File: src/rtl/brd_readout_pkg.sv
package brd_readout_pkg;
   // Bit positions inside the strap-loaded register
   localparam int MULT_HI_BIT = 7;
   localparam int BOOT_BIT    = 6;
   localparam int BUS_HI_BIT  = 5;
   localparam int BUS_LO_BIT  = 4;
   localparam int MULT_LO_BIT = 1;

   typedef enum logic [1:0] {
      PORT_NONE  = 2'd0,
      PORT_INDEX = 2'd1,
      PORT_DATA  = 2'd2,
      PORT_SPARE = 2'd3
   } port_sel_e;

   function automatic logic [7:0] pack_straps(input logic [1:0] bus_code,
                                              input logic [1:0] mult_code);
      logic [7:0] v;
      v              = '0;
      v[BOOT_BIT]    = 1'b1;
      v[BUS_HI_BIT]  = bus_code[1];
      v[BUS_LO_BIT]  = bus_code[0];
      v[MULT_HI_BIT] = mult_code[1];
      v[MULT_LO_BIT] = mult_code[0];
      return v;
   endfunction
endpackage

File: src/rtl/brd_port_decode.sv
module brd_port_decode
   import brd_readout_pkg::*;
#(
   parameter int ADDR_W   = 16,
   parameter int BASE     = 'hE0,
   parameter int WIN_LOG2 = 2
) (
   input  logic [ADDR_W-1:0] addr,
   output port_sel_e         sel
);
   localparam int HI_W = ADDR_W - WIN_LOG2;
   localparam logic [ADDR_W-1:0] BASE_A = ADDR_W'(BASE);

   generate
      if (WIN_LOG2 < 1 || WIN_LOG2 >= ADDR_W) begin : g_bad_win
         $error("brd_port_decode: WIN_LOG2 out of range");
      end
      if ((BASE % (1 << WIN_LOG2)) != 0) begin : g_bad_base
         $error("brd_port_decode: BASE must be window aligned");
      end
   endgenerate

   logic            in_win;
   logic [WIN_LOG2-1:0] offs;

   assign in_win = (addr[ADDR_W-1:WIN_LOG2] == BASE_A[ADDR_W-1:WIN_LOG2]);
   assign offs   = addr[WIN_LOG2-1:0];

   always_comb begin
      if (!in_win)                          sel = PORT_NONE;
      else if (offs == WIN_LOG2'(0))        sel = PORT_INDEX;
      else if (offs == WIN_LOG2'(1))        sel = PORT_DATA;
      else                                  sel = PORT_SPARE;
   end

   logic unused_hi;
   assign unused_hi = ^HI_W;
endmodule

File: src/rtl/brd_index_reg.sv
module brd_index_reg #(
   parameter int IDX_W = 8
) (
   input  logic             clk,
   input  logic             rst_n,
   input  logic             load,
   input  logic [IDX_W-1:0] din,
   output logic [IDX_W-1:0] q
);
   always_ff @(posedge clk) begin
      if (!rst_n)    q <= '0;
      else if (load) q <= din;
   end
endmodule

File: src/rtl/brd_reg_file.sv
module brd_reg_file #(
   parameter int IDX_W      = 8,
   parameter int DATA_W     = 8,
   parameter int PRESET_IDX = 1
) (
   input  logic              clk,
   input  logic              rst_n,
   input  logic              we,
   input  logic [IDX_W-1:0]  waddr,
   input  logic [DATA_W-1:0] wdata,
   input  logic [IDX_W-1:0]  raddr,
   input  logic [DATA_W-1:0] preset_val,
   output logic [DATA_W-1:0] rdata
);
   localparam int DEPTH = 1 << IDX_W;

   generate
      if (PRESET_IDX < 0 || PRESET_IDX >= DEPTH) begin : g_bad_preset
         $error("brd_reg_file: PRESET_IDX outside register range");
      end
   endgenerate

   logic [DATA_W-1:0] mem [DEPTH];

   for (genvar i = 0; i < DEPTH; i++) begin : g_ent
      logic hit;
      assign hit = we && (waddr == IDX_W'(i));
      if (i == PRESET_IDX) begin : g_strap
         always_ff @(posedge clk) begin
            if (!rst_n)   mem[i] <= preset_val;
            else if (hit) mem[i] <= wdata;
         end
      end else begin : g_plain
         always_ff @(posedge clk) begin
            if (!rst_n)   mem[i] <= '0;
            else if (hit) mem[i] <= wdata;
         end
      end
   end

   assign rdata = mem[raddr];
endmodule

File: src/rtl/brd_readout_port.sv
module brd_readout_port
   import brd_readout_pkg::*;
#(
   parameter int ADDR_W   = 16,
   parameter int DATA_W   = 8,
   parameter int IDX_W    = 8,
   parameter int BASE     = 'hE0,
   parameter int WIN_LOG2 = 2
) (
   input  logic              clk,
   input  logic              rst_n,
   input  logic [ADDR_W-1:0] io_addr,
   input  logic              io_rd,
   input  logic              io_wr,
   input  logic [DATA_W-1:0] io_wdata,
   output logic [DATA_W-1:0] io_rdata,
   input  logic [1:0]        strap_bus_code,
   input  logic [1:0]        strap_mult_code
);
   localparam int STRAP_IDX = 1;
   localparam logic [DATA_W-1:0] SPARE_VAL = '1;

   generate
      if (DATA_W < 8) begin : g_bad_data
         $error("brd_readout_port: DATA_W must hold the strap byte");
      end
      if (IDX_W > DATA_W || IDX_W > 10) begin : g_bad_idx
         $error("brd_readout_port: IDX_W too wide");
      end
   endgenerate

   port_sel_e         sel;
   logic [IDX_W-1:0]  cur_idx;
   logic [DATA_W-1:0] rf_rdata;
   logic [DATA_W-1:0] strap_val;

   assign strap_val = DATA_W'(pack_straps(strap_bus_code, strap_mult_code));

   brd_port_decode #(
      .ADDR_W(ADDR_W), .BASE(BASE), .WIN_LOG2(WIN_LOG2)
   ) i_dec (
      .addr(io_addr), .sel(sel)
   );

   brd_index_reg #(.IDX_W(IDX_W)) i_idx (
      .clk(clk), .rst_n(rst_n),
      .load(io_wr && (sel == PORT_INDEX)),
      .din(io_wdata[IDX_W-1:0]),
      .q(cur_idx)
   );

   brd_reg_file #(
      .IDX_W(IDX_W), .DATA_W(DATA_W), .PRESET_IDX(STRAP_IDX)
   ) i_rf (
      .clk(clk), .rst_n(rst_n),
      .we(io_wr && (sel == PORT_DATA)),
      .waddr(cur_idx), .wdata(io_wdata),
      .raddr(cur_idx), .preset_val(strap_val),
      .rdata(rf_rdata)
   );

   always_comb begin
      io_rdata = '0;
      if (io_rd) begin
         unique case (sel)
            PORT_INDEX: io_rdata = DATA_W'(cur_idx);
            PORT_DATA:  io_rdata = rf_rdata;
            PORT_SPARE: io_rdata = SPARE_VAL;
            default:    io_rdata = '0;
         endcase
      end
   end
endmodule

File: config.mk
export PLATFORM = sky130hd
export DESIGN_NAME = brd_readout_port
export DESIGN_NICKNAME = d
export VERILOG_FILES = /design/src/rtl/brd_readout_pkg.sv /design/src/rtl/brd_port_decode.sv /design/src/rtl/brd_index_reg.sv /design/src/rtl/brd_reg_file.sv /design/src/rtl/brd_readout_port.sv
export SDC_FILE = /design/constraint.sdc
export NUM_CORES = 2
export LEC_CHECK = 0
export BUFFER_PORTS_ARGS = -buffer_cell sky130_fd_sc_hd__clkbuf_2
export CAP_MARGIN = 5
export CORE_MARGIN = 10
export CORE_UTILIZATION = 54
export CTS_BUF_LIST = sky130_fd_sc_hd__clkbuf_4
export CTS_CLUSTER_SIZE = 8
export DETAILED_ROUTE_END_ITERATION = 7
export PLACE_DENSITY = 0.72
export SETUP_SLACK_MARGIN = 0.2
export SYNTH_ARGS = -nofsm -noshare
export SYNTH_HDL_FRONTEND = slang
export SYNTH_SLANG_ARGS = --single-unit
File: constraint.sdc
create_clock -name clk -period 3.4 [get_ports clk]
set_input_delay 0.68 -clock clk [delete_from_list [all_inputs] [get_ports clk]]
set_output_delay 0.68 -clock clk [all_outputs]
set_load 0.02 [all_outputs]
==> results.cfg <==
[pwr]
ir_worst_vdd_v = 0.0003994
power_density_nw_per_um2 = 479.7
power.total_mw = 52.73
p_leak_nw = 36.23

[synth]
avgSynthCellArea_um2 = 14.14
synth.distinct_cells = 73
syn_nets = 6423
ys_warn_count = 0
async_flop_share = 0
yosysSeqAreaShare = 0.6841
synthesis.area_um2 = 90370
ys_ff_latch = 2064
synth-edff-count = 2048
synth-main-ff-cell = edfxtp_1
synthCells = 6391

[detailed_routing]
vias_per_cell = 6.325
first_iter_violations = 10520
routed_wl_um = 292000
num_vias = 64590
wire_per_inst_um = 28.59
final_antenna_net_count = 0
route.detailed.drc = 0
first_pass_iters = 7

[critical_path]
cp_slowest_cell = or4_4
crit_arrival_ps = 4420
path_common_cell = buf_4
worstSetupStartpointType = flip-flop
path_cells = buf_12 -> mux4_2 -> mux2_2 -> nand2_1 -> o2111ai_2 -> or4_4 -> buf_4 -> nand2_2 -> a211oi_4 -> buf_4 -> buf_6
setup.worst_path.end_class = output pin
crit_required_ps = 2720
crit_type = reg -> out
crit_fanout = 14
critical-path-max-stage-delay_ps = 620

[timing]
period_needed_ps = 5095
worst-slew-pin-transition_ps = 1019
fin_ws_ps = -1695
hold_violations = 0
fin_crit_sh = 1.499
clock_skew_ps = 109.7
maxSlewViolCount = 0
rsz0062_at_grt = yes
clock.fmax_mhz = 196.3
setup_viol = 8
maxSlewHeadroom = 0.3204
hold_slack_ps = 161.9

[global_route]
grt_pass1_vias = 64020
grt_max_degree = 113
grt_pass1_wl_um = 420400
antenna_found_initial = 6
grt_util_all_layers = 0.3084
overflow = 0

[cells_and_area]
nNetsFinal = 7665
nFillCells = 11300
final_common_cell = nor2_1
drive_gt1_frac = 0.3490
area_delta_synth_final_pct = 21.63
final_cells = 10210
final_util = 0.6588
final_cell_mix = 2108 x nor2_1, 2048 x edfxtp_1, 1105 x buf_4

[placement]
dp_hpwl_um = 194100
portBuffers = 39
globalplace.congestion = 0.9937
dp_slack_ps = -1112
dp_cells = 9162

[clocking]
numCtsBuffers = 550
h-tree-depth = 6
cts.sinks = 2064
root_buffer = clkbuf_4
clk_pin_slew_ps = 70
cts_tree = yes
insertion_delay_ps = 1360
clockBufferDepth = 4

[floorplan]
rows = 150
io_pins = 40
fp.dieArea_um2 = 184100
core_area_um2 = 166800
initial_core_util = 0.5416
die_y_um = 429.1
chipWidth_um = 429.1

[hold_path]
hp-class = in -> reg

[outcome]
status = finished with violations
violations = setup timing

[run]
cap_viol_max_count = 0
==> power by group <==
part           leakage, nW  switching (mW)  total (mW)  internal, mW
Sequential            19.8           0.343        29.4          29.1
Combinational         12.5            1.18        2.01         0.822
Clock                 3.95            10.2        21.3          11.1
==> sequential cells by signal (all words and copies together), names as in the netlist, named ones only <==
| name | cells |
|---|---|
| i_rf.mem | 2048 |
| i_idx.q | 8 |
==> final cells by class <==
type,instances,area [um^2],share of cell area
Clock inverter,122,654.4,0.005954
Timing Repair Buffer,1314,11910,0.1083
Tap cell,2204,2758,0.02509
Antenna cell,18,45.04,0.0004098
Sequential cell,2064,61830,0.5626
Clock buffer,786,5901,0.05368
Inverter,8,30.03,0.0002732
Multi-Input combinational cell,3695,26780,0.2437
==> per-layer routing <==
| metal | GRT usage | vias up | share of wire | wire, um |
|---|---|---|---|---|
| met1 | 0.3900 | 31560 | 0.32 | 94220 |
| met2 | 0.4693 | 5475 | 0.46 | 134000 |
| met3 | 0.09080 | 1142 | 0.15 | 43270 |
| met5 | 0 | - | 0.000045 | 13 |
| li1 | - | 26410 | - | - |
| met4 | 0.1925 | 2 | 0.070 | 20430 |
==> per-stage QoR <==
| step | cell area (um^2) | TNS [ps] |
|---|---|---|
| 2_1_floorplan | 90380 | 0 |
| 3_3_place_gp | 100600 | -42040 |
| 3_5_place_dp | 100600 | -28940 |
| 4_1_cts | 108400 | -13620 |
| 5_1_grt | 109900 | -13530 |
| 6_report | 109900 | -13030 |
==> worst max-delay path, delay by kind of cell, from the launching register on <==
family                 cells  cell delay (ps)
AOI/OAI and AO/OA          2              260
buffers and inverters      4              660
DFF                        1              440
muxes                      2              870
and+or+nand+nor            3              810
==> Yosys cell counts (all sizes together) (11+ instances only) <==
master,number,area (um^2)
nor2,2115,7941
edfxtp,2048,61500
mux4,488,11030
clkbuf,438,1648
o21ai,280,1401
nand2,249,934.7
buf,186,1285
mux2i,107,1071
o22ai,69,431.7
a22oi,48,360.4
a21oi,42,210.2
nor3,36,185.2
nand3,31,160.1
nor2b,20,125.1
dfxtp,16,320.3
mux2,16,180.2
a22o,15,131.4
a211oi,14,105.1
a221oi,14,128.9
nor4,13,87.58
o221ai,13,113.9
and2,12,75.07
nand2b,12,75.07
a31oi,11,68.82
==> repair_timing <==
item	4_1_cts	5_1_grt
hold endpoints to repair	327	0
hold buffers	7	0
gates cloned	6	7
pin swaps	16	44
buffers inserted	28	75
setup endpoints to repair	8	8
gates resized for setup	125	139
==> worst paths after layout <==
path                                  start                to  cells past startpoint  slack (ps)
worst min-delay path            io_wdata[0]         flip-flop                      4         160
worst min register to register   i_idx.q[2]        i_idx.q[2]                      2         680
worst max register to register   i_idx.q[5]  i_rf.mem[191][1]                      5         350
worst max-delay path              flip-flop       io_rdata[5]                     11       -1700
==> cell families (layout without fill, tap and decap cells) <==
kind of cell | count (synthesis) | in the layout | share of synthesized area
AOI/OAI and AO/OA | 566 | 566 | 0.03844
buffers and inverters | 632 | 2230 | 0.03279
DFF | 2064 | 2064 | 0.6841
muxes | 611 | 611 | 0.1359
other | 0 | 18 | 0
and+or+nand+nor | 2518 | 2518 | 0.1088
No activity file was read; power rests on OpenSTA's default activity.
